### src/rtl/isp_host_pkg.sv
package isp_host_pkg;

  localparam logic [3:0] OP_LOAD_CFG  = 4'd0;
  localparam logic [3:0] OP_LOAD_PGM  = 4'd1;
  localparam logic [3:0] OP_LOAD_DAT  = 4'd2;
  localparam logic [3:0] OP_READ_PGM  = 4'd3;
  localparam logic [3:0] OP_READ_DAT  = 4'd4;
  localparam logic [3:0] OP_STEP      = 4'd5;
  localparam logic [3:0] OP_WR_PGM    = 4'd6;
  localparam logic [3:0] OP_WR_DAT    = 4'd7;
  localparam logic [3:0] OP_ERASE_PGM = 4'd8;
  localparam logic [3:0] OP_ERASE_DAT = 4'd9;

  localparam logic [5:0] CMD_LOAD_CFG  = 6'h00;
  localparam logic [5:0] CMD_LOAD_PGM  = 6'h02;
  localparam logic [5:0] CMD_LOAD_DAT  = 6'h03;
  localparam logic [5:0] CMD_READ_PGM  = 6'h04;
  localparam logic [5:0] CMD_READ_DAT  = 6'h05;
  localparam logic [5:0] CMD_STEP      = 6'h06;
  localparam logic [5:0] CMD_WRITE     = 6'h08;
  localparam logic [5:0] CMD_ERASE_PGM = 6'h09;
  localparam logic [5:0] CMD_ERASE_DAT = 6'h0B;

  typedef enum logic [1:0] {ST_IDLE, ST_SHIFT, ST_WAIT, ST_FIN} seq_st_e;
  typedef enum logic [1:0] {PH_PRE_CMD, PH_PRE_DAT, PH_CMD, PH_DAT} seq_ph_e;

  function automatic logic [5:0] op_cmd(input logic [3:0] op);
    case (op)
      OP_LOAD_CFG:  op_cmd = CMD_LOAD_CFG;
      OP_LOAD_PGM:  op_cmd = CMD_LOAD_PGM;
      OP_LOAD_DAT:  op_cmd = CMD_LOAD_DAT;
      OP_READ_PGM:  op_cmd = CMD_READ_PGM;
      OP_READ_DAT:  op_cmd = CMD_READ_DAT;
      OP_STEP:      op_cmd = CMD_STEP;
      OP_WR_PGM:    op_cmd = CMD_WRITE;
      OP_WR_DAT:    op_cmd = CMD_WRITE;
      OP_ERASE_PGM: op_cmd = CMD_ERASE_PGM;
      default:      op_cmd = CMD_ERASE_DAT;
    endcase
  endfunction

  function automatic logic op_known(input logic [3:0] op);
    op_known = (op <= OP_ERASE_DAT);
  endfunction

  function automatic logic op_is_read(input logic [3:0] op);
    op_is_read = (op == OP_READ_PGM) || (op == OP_READ_DAT);
  endfunction

  function automatic logic op_has_frame(input logic [3:0] op);
    op_has_frame = (op <= OP_READ_DAT);
  endfunction

endpackage

### src/rtl/isp_wait_timer.sv
module isp_wait_timer #(
  parameter int CW = 8
) (
  input  logic          clk,
  input  logic          rst_n,
  input  logic          start,
  input  logic [CW-1:0] load,
  output logic          busy,
  output logic          done
);
  logic [CW-1:0] cnt;

  always_ff @(posedge clk) begin
    if (!rst_n) begin
      cnt  <= '0;
      done <= 1'b0;
    end else begin
      done <= 1'b0;
      if (start) begin
        cnt <= load;
      end else if (cnt != '0) begin
        cnt <= cnt - 1'b1;
        if (cnt == CW'(1)) done <= 1'b1;
      end
    end
  end

  assign busy = (cnt != '0);


  wait_done_after_busy_chk: assert property (@(posedge clk) disable iff (!rst_n)
    done |-> !busy);
endmodule

### src/rtl/isp_frame_shifter.sv
module isp_frame_shifter #(
  parameter int HALF_CYC = 10,
  parameter int FRAME_W  = 16
) (
  input  logic               clk,
  input  logic               rst_n,
  input  logic               start,
  input  logic [4:0]         nbits,
  input  logic [FRAME_W-1:0] word,
  input  logic               drive,
  input  logic               sdi,
  output logic               busy,
  output logic               done,
  output logic [FRAME_W-3:0] cap,
  output logic               sclk,
  output logic               sdo,
  output logic               soe
);
  localparam int HW = (HALF_CYC < 2) ? 1 : $clog2(HALF_CYC);
  localparam logic [HW-1:0] HALF_LD = HW'(HALF_CYC - 1);
  localparam int BW = $clog2(FRAME_W);

  logic [HW-1:0]      hcnt;
  logic [BW-1:0]      bidx;
  logic [BW-1:0]      last;
  logic               hi;
  logic [FRAME_W-1:0] shreg;

  always_ff @(posedge clk) begin
    if (!rst_n) begin
      busy  <= 1'b0;
      done  <= 1'b0;
      cap   <= '0;
      sclk  <= 1'b0;
      sdo   <= 1'b0;
      soe   <= 1'b1;
      hcnt  <= '0;
      bidx  <= '0;
      last  <= '0;
      hi    <= 1'b0;
      shreg <= '0;
    end else begin
      done <= 1'b0;
      if (start && !busy) begin
        busy  <= 1'b1;
        shreg <= word;
        last  <= BW'(nbits - 5'd1);
        bidx  <= '0;
        hi    <= 1'b1;
        hcnt  <= HALF_LD;
        sclk  <= 1'b1;
        soe   <= drive;
        sdo   <= drive & word[0];
        cap   <= '0;
      end else if (busy) begin
        if (hcnt != '0) begin
          hcnt <= hcnt - 1'b1;
        end else if (hi) begin
          sclk <= 1'b0;
          hi   <= 1'b0;
          hcnt <= HALF_LD;
          if (bidx != '0 && bidx != BW'(FRAME_W - 1)) cap[bidx - 1'b1] <= sdi;
        end else if (bidx == last) begin
          busy <= 1'b0;
          done <= 1'b1;
          soe  <= 1'b1;
          sdo  <= 1'b0;
        end else begin
          bidx <= bidx + 1'b1;
          hi   <= 1'b1;
          sclk <= 1'b1;
          hcnt <= HALF_LD;
          sdo  <= soe & shreg[bidx + 1'b1];
        end
      end
    end
  end


  data_steady_high_chk: assert property (@(posedge clk) disable iff (!rst_n)
    (sclk && $past(sclk)) |-> $stable(sdo));


  release_in_frame_chk: assert property (@(posedge clk) disable iff (!rst_n)
    !busy |-> soe);
endmodule

### src/rtl/isp_host_seq.sv
module isp_host_seq
  import isp_host_pkg::*;
#(
  parameter int HALF_CYC  = 10,
  parameter int GAP_CYC   = 100,
  parameter int PROG_CYC  = 400000,
  parameter int DPROG_CYC = 600000,
  parameter int ERASE_CYC = 600000
) (
  input  logic        clk,
  input  logic        rst_n,
  input  logic        req_valid,
  output logic        req_ready,
  input  logic [3:0]  req_op,
  input  logic [13:0] req_wdata,
  output logic        rsp_valid,
  output logic [13:0] rsp_data,
  output logic        isp_clk_o,
  output logic        isp_dat_o,
  output logic        isp_dat_oe,
  input  logic        isp_dat_i
);
  localparam int MAX_A   = (PROG_CYC > DPROG_CYC) ? PROG_CYC : DPROG_CYC;
  localparam int MAX_B   = (ERASE_CYC > GAP_CYC) ? ERASE_CYC : GAP_CYC;
  localparam int MAX_W   = (MAX_A > MAX_B) ? MAX_A : MAX_B;
  localparam int CW      = $clog2(MAX_W + 1);
  localparam logic [15:0] ERASE_FRAME = {1'b0, 14'h3FFF, 1'b0};

  seq_st_e     st;
  seq_ph_e     ph;
  logic [3:0]  op_q;
  logic [13:0] pay_q;

  logic        sh_start, sh_drive, sh_busy, sh_done;
  logic [4:0]  sh_nbits;
  logic [15:0] sh_word;
  logic [13:0] sh_cap;

  logic          tm_start, tm_busy, tm_done;
  logic [CW-1:0] tm_load;
  logic [CW-1:0] op_wait;

  always_comb begin
    case (op_q)
      OP_WR_PGM:    op_wait = CW'(PROG_CYC);
      OP_WR_DAT:    op_wait = CW'(DPROG_CYC);
      OP_ERASE_PGM,
      OP_ERASE_DAT: op_wait = CW'(ERASE_CYC);
      default:      op_wait = CW'(GAP_CYC);
    endcase
  end

  always_ff @(posedge clk) begin
    if (!rst_n) begin
      st        <= ST_IDLE;
      ph        <= PH_CMD;
      op_q      <= '0;
      pay_q     <= '0;
      sh_start  <= 1'b0;
      sh_drive  <= 1'b1;
      sh_nbits  <= 5'd6;
      sh_word   <= '0;
      tm_start  <= 1'b0;
      tm_load   <= '0;
      rsp_valid <= 1'b0;
      rsp_data  <= '0;
    end else begin
      sh_start  <= 1'b0;
      tm_start  <= 1'b0;
      rsp_valid <= 1'b0;
      case (st)
        ST_IDLE: if (req_valid) begin
          op_q  <= req_op;
          pay_q <= (req_op == OP_LOAD_DAT) ? {6'b0, req_wdata[7:0]} : req_wdata;
          if (!op_known(req_op)) begin
            st <= ST_FIN;
          end else begin
            st       <= ST_SHIFT;
            sh_start <= 1'b1;
            sh_drive <= 1'b1;
            sh_nbits <= 5'd6;
            if (req_op == OP_ERASE_PGM) begin
              ph      <= PH_PRE_CMD;
              sh_word <= {10'b0, CMD_LOAD_PGM};
            end else begin
              ph      <= PH_CMD;
              sh_word <= {10'b0, op_cmd(req_op)};
            end
          end
        end
        ST_SHIFT: if (sh_done) begin
          st       <= ST_WAIT;
          tm_start <= 1'b1;
          tm_load  <= (ph == PH_CMD && !op_has_frame(op_q)) ? op_wait : CW'(GAP_CYC);
        end
        ST_WAIT: if (tm_done) begin
          case (ph)
            PH_PRE_CMD: begin
              ph       <= PH_PRE_DAT;
              st       <= ST_SHIFT;
              sh_start <= 1'b1;
              sh_drive <= 1'b1;
              sh_nbits <= 5'd16;
              sh_word  <= ERASE_FRAME;
            end
            PH_PRE_DAT: begin
              ph       <= PH_CMD;
              st       <= ST_SHIFT;
              sh_start <= 1'b1;
              sh_drive <= 1'b1;
              sh_nbits <= 5'd6;
              sh_word  <= {10'b0, op_cmd(op_q)};
            end
            PH_CMD: begin
              if (op_has_frame(op_q)) begin
                ph       <= PH_DAT;
                st       <= ST_SHIFT;
                sh_start <= 1'b1;
                sh_drive <= !op_is_read(op_q);
                sh_nbits <= 5'd16;
                sh_word  <= {1'b0, pay_q, 1'b0};
              end else begin
                st <= ST_FIN;
              end
            end
            default: st <= ST_FIN;
          endcase
        end
        default: begin
          rsp_valid <= 1'b1;
          rsp_data  <= (op_known(op_q) && op_is_read(op_q)) ? sh_cap : 14'd0;
          st        <= ST_IDLE;
        end
      endcase
    end
  end

  assign req_ready = (st == ST_IDLE);

  isp_frame_shifter #(.HALF_CYC(HALF_CYC), .FRAME_W(16)) i_shifter (
    .clk   (clk),
    .rst_n (rst_n),
    .start (sh_start),
    .nbits (sh_nbits),
    .word  (sh_word),
    .drive (sh_drive),
    .sdi   (isp_dat_i),
    .busy  (sh_busy),
    .done  (sh_done),
    .cap   (sh_cap),
    .sclk  (isp_clk_o),
    .sdo   (isp_dat_o),
    .soe   (isp_dat_oe)
  );

  isp_wait_timer #(.CW(CW)) i_timer (
    .clk   (clk),
    .rst_n (rst_n),
    .start (tm_start),
    .load  (tm_load),
    .busy  (tm_busy),
    .done  (tm_done)
  );


  quiet_gap_chk: assert property (@(posedge clk) disable iff (!rst_n)
    tm_busy |-> !isp_clk_o);


  busy_not_ready_chk: assert property (@(posedge clk) disable iff (!rst_n)
    (sh_busy || tm_busy) |-> !req_ready);


  rsp_one_cycle_chk: assert property (@(posedge clk) disable iff (!rst_n)
    rsp_valid |=> !rsp_valid);


  unknown_op_quiet_chk: assert property (@(posedge clk) disable iff (!rst_n)
    (req_valid && req_ready && !op_known(req_op)) |=> !sh_start);
endmodule

### config.mk
export PLATFORM = sky130hd
export DESIGN_NAME = isp_host_seq
export DESIGN_NICKNAME = d
export VERILOG_FILES = /design/src/rtl/isp_host_pkg.sv /design/src/rtl/isp_wait_timer.sv /design/src/rtl/isp_frame_shifter.sv /design/src/rtl/isp_host_seq.sv
export SDC_FILE = /design/constraint.sdc
export NUM_CORES = 1
export LEC_CHECK = 0
export CAP_MARGIN = 15
export CORE_ASPECT_RATIO = 2
export CORE_MARGIN = 2
export CORE_UTILIZATION = 55
export DETAILED_ROUTE_END_ITERATION = 7
export DONT_BUFFER_PORTS = 1
export PLACE_DENSITY = 0.74
export SLEW_MARGIN = 10
export SYNTH_ARGS = -nofsm -noshare
export SYNTH_HDL_FRONTEND = slang
export SYNTH_SLANG_ARGS = --single-unit
### constraint.sdc
create_clock -name clk -period 3.36 [get_ports clk]
set_clock_uncertainty 0.15 [all_clocks]
set_input_delay 0.504 -clock clk [delete_from_list [all_inputs] [get_ports clk]]
set_output_delay 0.504 -clock clk [all_outputs]
set_load 0.05 [all_outputs]
==> flow_summary.ini, run 1 <==
[status]
status = finished, final reports clean

[sta]
min_period_ns = 2.65
fin_crit_sh = 0.790
hold_violations = 0
setup_violations = 0
rsz0062_at_grt = false
relSlewSlack = 0.361
max_freq_ghz = 0.377
worstMarginPinSlew_ns = 0.954
maxSlewViolCount = 0
setup_tns_ns = 0

[worst_hold_path]
hp-class = in2reg

[synthesis]
synth-edff-count = 0
yosys.cell_types.count = 67
syn_inst = 728
avgSynthCellArea_um2 = 8.30
ys_ff_latch = 131
yosys_warnings = 0
synth_ff_type = dfxtp_1
seq_area_frac_synth = 0.434
synthesis.nets = 772
synthArstFlopShare = 0
syn-cell-area_mm2 = 0.00604

[die]
design.core.area_mm2 = 0.0108
rows = 54
ioPinCount = 41
start_util = 0.559
die_h_um = 152
die_w_um = 78.1
dieArea_mm2 = 0.0119

[critical_path]
endpoint_kind = flop
crit_fanout = 15
path_class = reg2reg
cp-start-kind = flop
worstPathArrival_ns = 2.81
crit_required_ns = 3.51

[routing]
drt_iter0_drc = 267
wl_um = 13800
vias = 5084
wl_per_cell_um = 16.0
antenna_left = 0
viasPerCell = 5.90
route.detailed.drc = 0
drtPass1Iterations = 5

[global_route]
gr-usage-all-layers = 0.239
grt_pass1_vias = 4858
grt.busiest_layer = met2
overflow = 0
grt_pass1_wl_um = 22800
grt_max_degree = 39
gr-usage-met3 = 0.0521
grt_util_met1 = 0.250
grtUsageMet2 = 0.443
antenna_found_initial = 0

[clock_network]
cts-root-buf = clkbuf_16
post_cts_buffers = 0
numCtsBuffers = 17
cts_hold_buffers = 0
cts.sinks = 131
worstSkewPairLatency_ns = 0.42
ctsLongestPathBuffers = 2
cts_tree = built
cts_max_level = 4
path_clk_slew_ns = 0.06
cts_resized = 0

[placement]
place_congestion = 0.946
dp_hpwl_um = 9890
portBuffers = 0
post_dp_cell_area_mm2 = 0.00610

[power]
irDropWorstVdd_uv = 526
share_clk_of_total_power = 0.387
p_sw_mw = 1.53
powerDensity_mw_per_mm2 = 706
internal_power_mw = 3.20
power.total_mw = 4.72
switching_share = 0.323
p_leak_nw = 2.59
seqPwrFrac = 0.389
combPwrFrac = 0.224

[finish]
final_area_mm2 = 0.00669
antenna_cells = 0
syn2layout_area_growth_pct = 10.6
drive_above_1_share = 0.0749
multiInputGateArea_mm2 = 0.00317
fillCellCount = 966
nets = 752
seqCellArea_mm2 = 0.00262

[flow_run]
drv_cap = 0
power by group through the flow:
stage	Sequential, mW	Combinational (mW)	Clock [mW]
detailed placement	1.87	1.05	0
global placement	1.86	1.02	0
finish	1.84	1.06	1.83
floorplan	1.83	0.906	0
CTS	1.84	1.05	1.86
global route	1.86	1.19	1.93
layout make-up:
cell class / count / area share
clock buffers: 17 / 0.0636
clock inverters: 15 / 0.0243
inverters: 18 / 0.0101
multi-input cells: 532 / 0.475
flip-flops and latches: 131 / 0.392
well taps: 140 / 0.0262
repair buffers: 8 / 0.00898
Yosys cell counts, types with 3 or more instances:
| cell | n | area (µm²) |
|---|---|---|
| dfxtp_1 | 131 | 2620 |
| nand2_1 | 105 | 394 |
| a21oi_1 | 70 | 350 |
| nor2_1 | 61 | 229 |
| o21ai_0 | 50 | 250 |
| clkbuf_1 | 40 | 150 |
| nand3_1 | 37 | 185 |
| ha_1 | 22 | 275 |
| mux2i_1 | 20 | 200 |
| inv_1 | 17 | 63.8 |
| nor3_1 | 15 | 75.1 |
| xnor2_1 | 12 | 105 |
| xor2_1 | 9 | 78.8 |
| nand4_1 | 8 | 50.1 |
| or3_1 | 8 | 50.1 |
| a22oi_1 | 7 | 52.6 |
| nand2b_1 | 7 | 43.8 |
| nor2b_1 | 7 | 43.8 |
| and2_1 | 6 | 37.5 |
| nor3b_1 | 6 | 45.0 |
| nor4_1 | 6 | 37.5 |
| o211ai_1 | 5 | 37.5 |
| a31oi_1 | 4 | 25.0 |
| buf_1 | 4 | 15.0 |
| o211a_1 | 4 | 40.0 |
| or4_1 | 4 | 30.0 |
| a211oi_1 | 3 | 22.5 |
| and3_1 | 3 | 18.8 |
| nand3b_1 | 3 | 22.5 |
| o21a_1 | 3 | 22.5 |
| o21bai_1 | 3 | 22.5 |
| o22ai_1 | 3 | 18.8 |
sequential cells by signal, indices dropped and copies added (netlist names), 2 cells and up, named ones only:
name and count:
i_timer.cnt 20, i_shifter.hcnt 4, i_shifter.shreg 15, pay_q 14
i_shifter.last 2, tm_load 5, rsp_data 14, op_q 4
st 2, sh_word 15, ph 2, i_shifter.cap 14
i_shifter.bidx 4
worst paths after layout:
kind	depth (start not counted)	to	slack, ns	from
setup reg to reg	7	i_shifter.sdo$_SDFFE_PN0P_	0.71	i_shifter.bidx[0]$_SDFFE_PP0P_
setup / recovery	7	i_shifter.sdo$_SDFFE_PN0P_	0.71	i_shifter.bidx[0]$_SDFFE_PP0P_
hold / removal	1	sh_nbits[1]$_SDFFE_PN1P_	0.02	rst_n
hold reg to reg	2	i_shifter.shreg[4]$_SDFFE_PN0P_	0.30	sh_word[4]$_SDFFE_PN0P_
placed cells by master, fill, tap and decap left out, types with 4 or more instances in the layout:
master	n
nor2_1	61
o211a_1	4
xnor2_1	12
nor3b_1	5
inv_8	4
a21oi_1	70
nor3_1	15
xor2_1	9
ha_1	22
nor4_1	6
inv_6	6
inv_1	16
dfxtp_1	131
o21ai_0	50
or4_1	4
nand2b_1	7
nand2_1	105
nor2b_1	7
a22oi_1	7
o211ai_1	5
nand4_1	8
nand3_1	37
clkinv_4	4
a31oi_1	4
mux2i_1	20
or3_1	8
clkbuf_16	17
buf_4	8
and2_1	6
per-layer routing:
metal | part of all wire | vias up | wire length (µm)
li1 | - | 2518 | -
met1 | 0.38 | 2412 | 5290
met2 | 0.55 | 123 | 7610
met3 | 0.034 | 31 | 470
met4 | 0.030 | 0 | 419
met5 | 0 | - | 0
logic make-up (layout without fill, tap and decap cells):
| family | after synthesis | after routing | share of synthesized area |
|---|---|---|---|
| compound gates | 177 | 177 | 0.177 |
| mux | 23 | 23 | 0.0424 |
| buf+inv | 65 | 58 | 0.0420 |
| fa+ha+maj | 22 | 22 | 0.0455 |
| xor+xnor | 21 | 21 | 0.0304 |
| flops | 131 | 131 | 0.434 |
| simple gates | 289 | 289 | 0.229 |
per-stage QoR:
step / setup slack [ns] / util / hold WS, ns / cells
floorplan: 0.898 / - / 0.282 / 728
global placement: 0.843 / 0.564 / 0.293 / 829
detailed placement: 0.695 / 0.564 / 0.293 / 829
CTS: 0.690 / 0.619 / 0.00766 / 861
global route: 0.488 / 0.619 / 0.0210 / 861
finish: 0.705 / 0.619 / 0.0218 / 861
worst max-delay path, cell delays in order, from the launching register on:
cell and delay [ns]:
dfxtp_1 0.62, inv_1 0.20, ha_1 0.46, mux4_2 0.53, mux2i_1 0.15, nand2_1 0.08
o31a_1 0.12, a32o_1 0.23
No activity file was read; power rests on OpenSTA's default activity.
==> inputs of run 2 (changes only) <==
==> constraint.sdc (replaced) <==
create_clock -name clk -period 2.63 [get_ports clk]
set_clock_uncertainty 0.15 [all_clocks]
set_input_delay 0.3945 -clock clk [delete_from_list [all_inputs] [get_ports clk]]
set_output_delay 0.3945 -clock clk [all_outputs]
set_load 0.05 [all_outputs]
==> run 2 against run 1 <==
  * Die area is the same
  * Critical path depth stayed put
  * Fmax up 13%
  * Wire length up 1.0%
  * Core utilization rose by 2.8 points
  * First-iteration DRC count is 0.37% lower
  * Cell count grew 3.3%
  * Sequential power grew 28%
  * Register-to-register slack got worse by 0.43 ns
  * Power rose by 33%
  * Sequential cell count is the same
  * Worst setup slack got worse by 0.43 ns
==> flow_summary.ini, run 2 (synthesis results as in run 1) <==
[critical_path]
critPathBufInv = 1
path_class = reg2reg
worst_path_max_delay_cell = mux4_2
ff2ff_path_depth = 7
endpoint_kind = flop
crit_fanout = 10
worstPathArrival_ns = 2.51
slowest_delay_ns = 0.53
crit_chain = inv_1 > ha_1 > mux4_2 > mux2i_1 > nand2_1 > o31a_1 > a32o_1
critPathTopFamily = multiplexers
crit_required_ns = 2.78
reg2reg_slack_ns = 0.27
cp-start-kind = flop
r2r-start = i_shifter.bidx[1]$_SDFFE_PP0P_
r2r_end = i_shifter.sdo$_SDFFE_PN0P_

[global_route]
grt_max_degree = 29
gr-usage-all-layers = 0.245
grt_pass1_wl_um = 23500
overflow = 0
antenna_found_initial = 0
grt_pass1_vias = 5141

[placement]
dp_hpwl_um = 10000
portBuffers = 0
place_congestion = 0.860

[flow_run]
drv_cap = 0

[sta]
fin_crit_sh = 0.896
min_period_ns = 2.36
rsz0062_at_grt = false
setup_tns_ns = 0
maxSlewViolCount = 0
setup_violations = 0
relSlewSlack = 0.297
max_freq_ghz = 0.424
hold_violations = 0
worstMarginPinSlew_ns = 1.05

[die]
dieArea_mm2 = 0.0119
rows = 54
ioPinCount = 41
die_w_um = 78.1
die_h_um = 152
start_util = 0.559
design.core.area_mm2 = 0.0108

[routing]
drtPass1Iterations = 4
viasPerCell = 5.73
antenna_left = 0
wl_per_cell_um = 15.7
drt_iter0_drc = 266
vias = 5095
wl_um = 13900
route.detailed.drc = 0

[finish]
mostFrequentLayoutCell = dfxtp_1
antenna_cells = 0
nets = 780
top_regs = i_timer.cnt (20), i_shifter.shreg (15), sh_word (15)
utilization = 0.647
regMostFlops = i_timer.cnt
largest_register_ffs = 20
syn2layout_area_growth_pct = 15.6
drive_above_1_share = 0.0868
layout.cells.most_common_list = dfxtp_1 (131), nand2_1 (105), a21oi_1 (70)

[status]
status = finished, final reports clean

[worst_hold_path]
hp-class = in2reg
min_from = isp_dat_i
hold_path_depth = 2
hold-path-endpoint = i_shifter.cap[6]$_SDFFE_PP0P_

[clock_network]
cts-root-buf = clkbuf_16
cts.sinks = 131
cts_tree = built
cts_max_level = 4
ctsLongestPathBuffers = 2
path_clk_slew_ns = 0.06
numCtsBuffers = 17
worstSkewPairLatency_ns = 0.41

[power]
irDropWorstVdd_uv = 754
p_leak_nw = 2.72
powerDensity_mw_per_mm2 = 899
## run 2: layout make-up
| type | count | area, µm² |
|---|---|---|
| Tap cell | 140 | 175 |
| Clock buffer | 20 | 457 |
| Fill cell | 925 | 3820 |
| Sequential cell | 131 | 2620 |
| Inverter | 18 | 67.6 |
| Multi-Input combinational cell | 532 | 3180 |
| Clock inverter | 12 | 178 |
| Timing Repair Buffer | 36 | 313 |
## run 2: where the power goes
| group | leakage, nW | internal [mW] | switching [mW] |
|---|---|---|---|
| clock network | 0.299 | 1.64 | 0.878 |
| registers | 1.06 | 2.17 | 0.180 |
| logic | 1.36 | 0.617 | 0.804 |
## run 2: metrics by stage
step / cell area, µm² / setup WS (ns) / power, mW / hold slack, ns / std cells
global placement: 6180 / 0.341 / 3.73 / 0.292 / 840
CTS: 6990 / 0.272 / 6.31 / 0.00303 / 889
floorplan: 6040 / 0.168 / 3.50 / 0.282 / 728
finish: 6990 / 0.273 / 6.28 / 0.0144 / 889
detailed placement: 6180 / 0.275 / 3.76 / 0.295 / 840
global route: 6990 / 0.0941 / 6.58 / 0.0232 / 889
## run 2: layer usage
| metal | share of wire | GRT usage | vias up |
|---|---|---|---|
| met5 | 0 | 0 | - |
| met4 | 0.040 | 0.129 | 0 |
| met3 | 0.030 | 0.0581 | 32 |
| met2 | 0.55 | 0.456 | 93 |
| met1 | 0.38 | 0.244 | 2401 |
| li1 | - | - | 2569 |
## run 2: worst max-delay path by stage
stage / slack [ns] / to / from / depth (start not counted)
floorplan: 0.17 / i_shifter.sdo$_SDFFE_PN0P_ / i_shifter.bidx[0]$_SDFFE_PP0P_ / 8
CTS: 0.27 / i_shifter.sdo$_SDFFE_PN0P_ / i_shifter.bidx[1]$_SDFFE_PP0P_ / 7
finish: 0.27 / i_shifter.sdo$_SDFFE_PN0P_ / i_shifter.bidx[1]$_SDFFE_PP0P_ / 7
detailed placement: 0.27 / i_shifter.sdo$_SDFFE_PN0P_ / i_shifter.bidx[1]$_SDFFE_PP0P_ / 7
global route: 0.09 / i_timer.cnt[11]$_SDFFE_PN0P_ / i_timer.cnt[4]$_SDFFE_PN0P_ / 5
global placement: 0.34 / i_shifter.sdo$_SDFFE_PN0P_ / i_shifter.bidx[1]$_SDFFE_PP0P_ / 7
## run 2: repair_timing
| item | CTS | global route |
|---|---|---|
| setup endpoints to repair | 0 | 10 |
| buffers inserted | 0 | 0 |
| hold endpoints to repair | 50 | 0 |
| hold buffers | 17 | 0 |
| resized for setup | 0 | 1 |
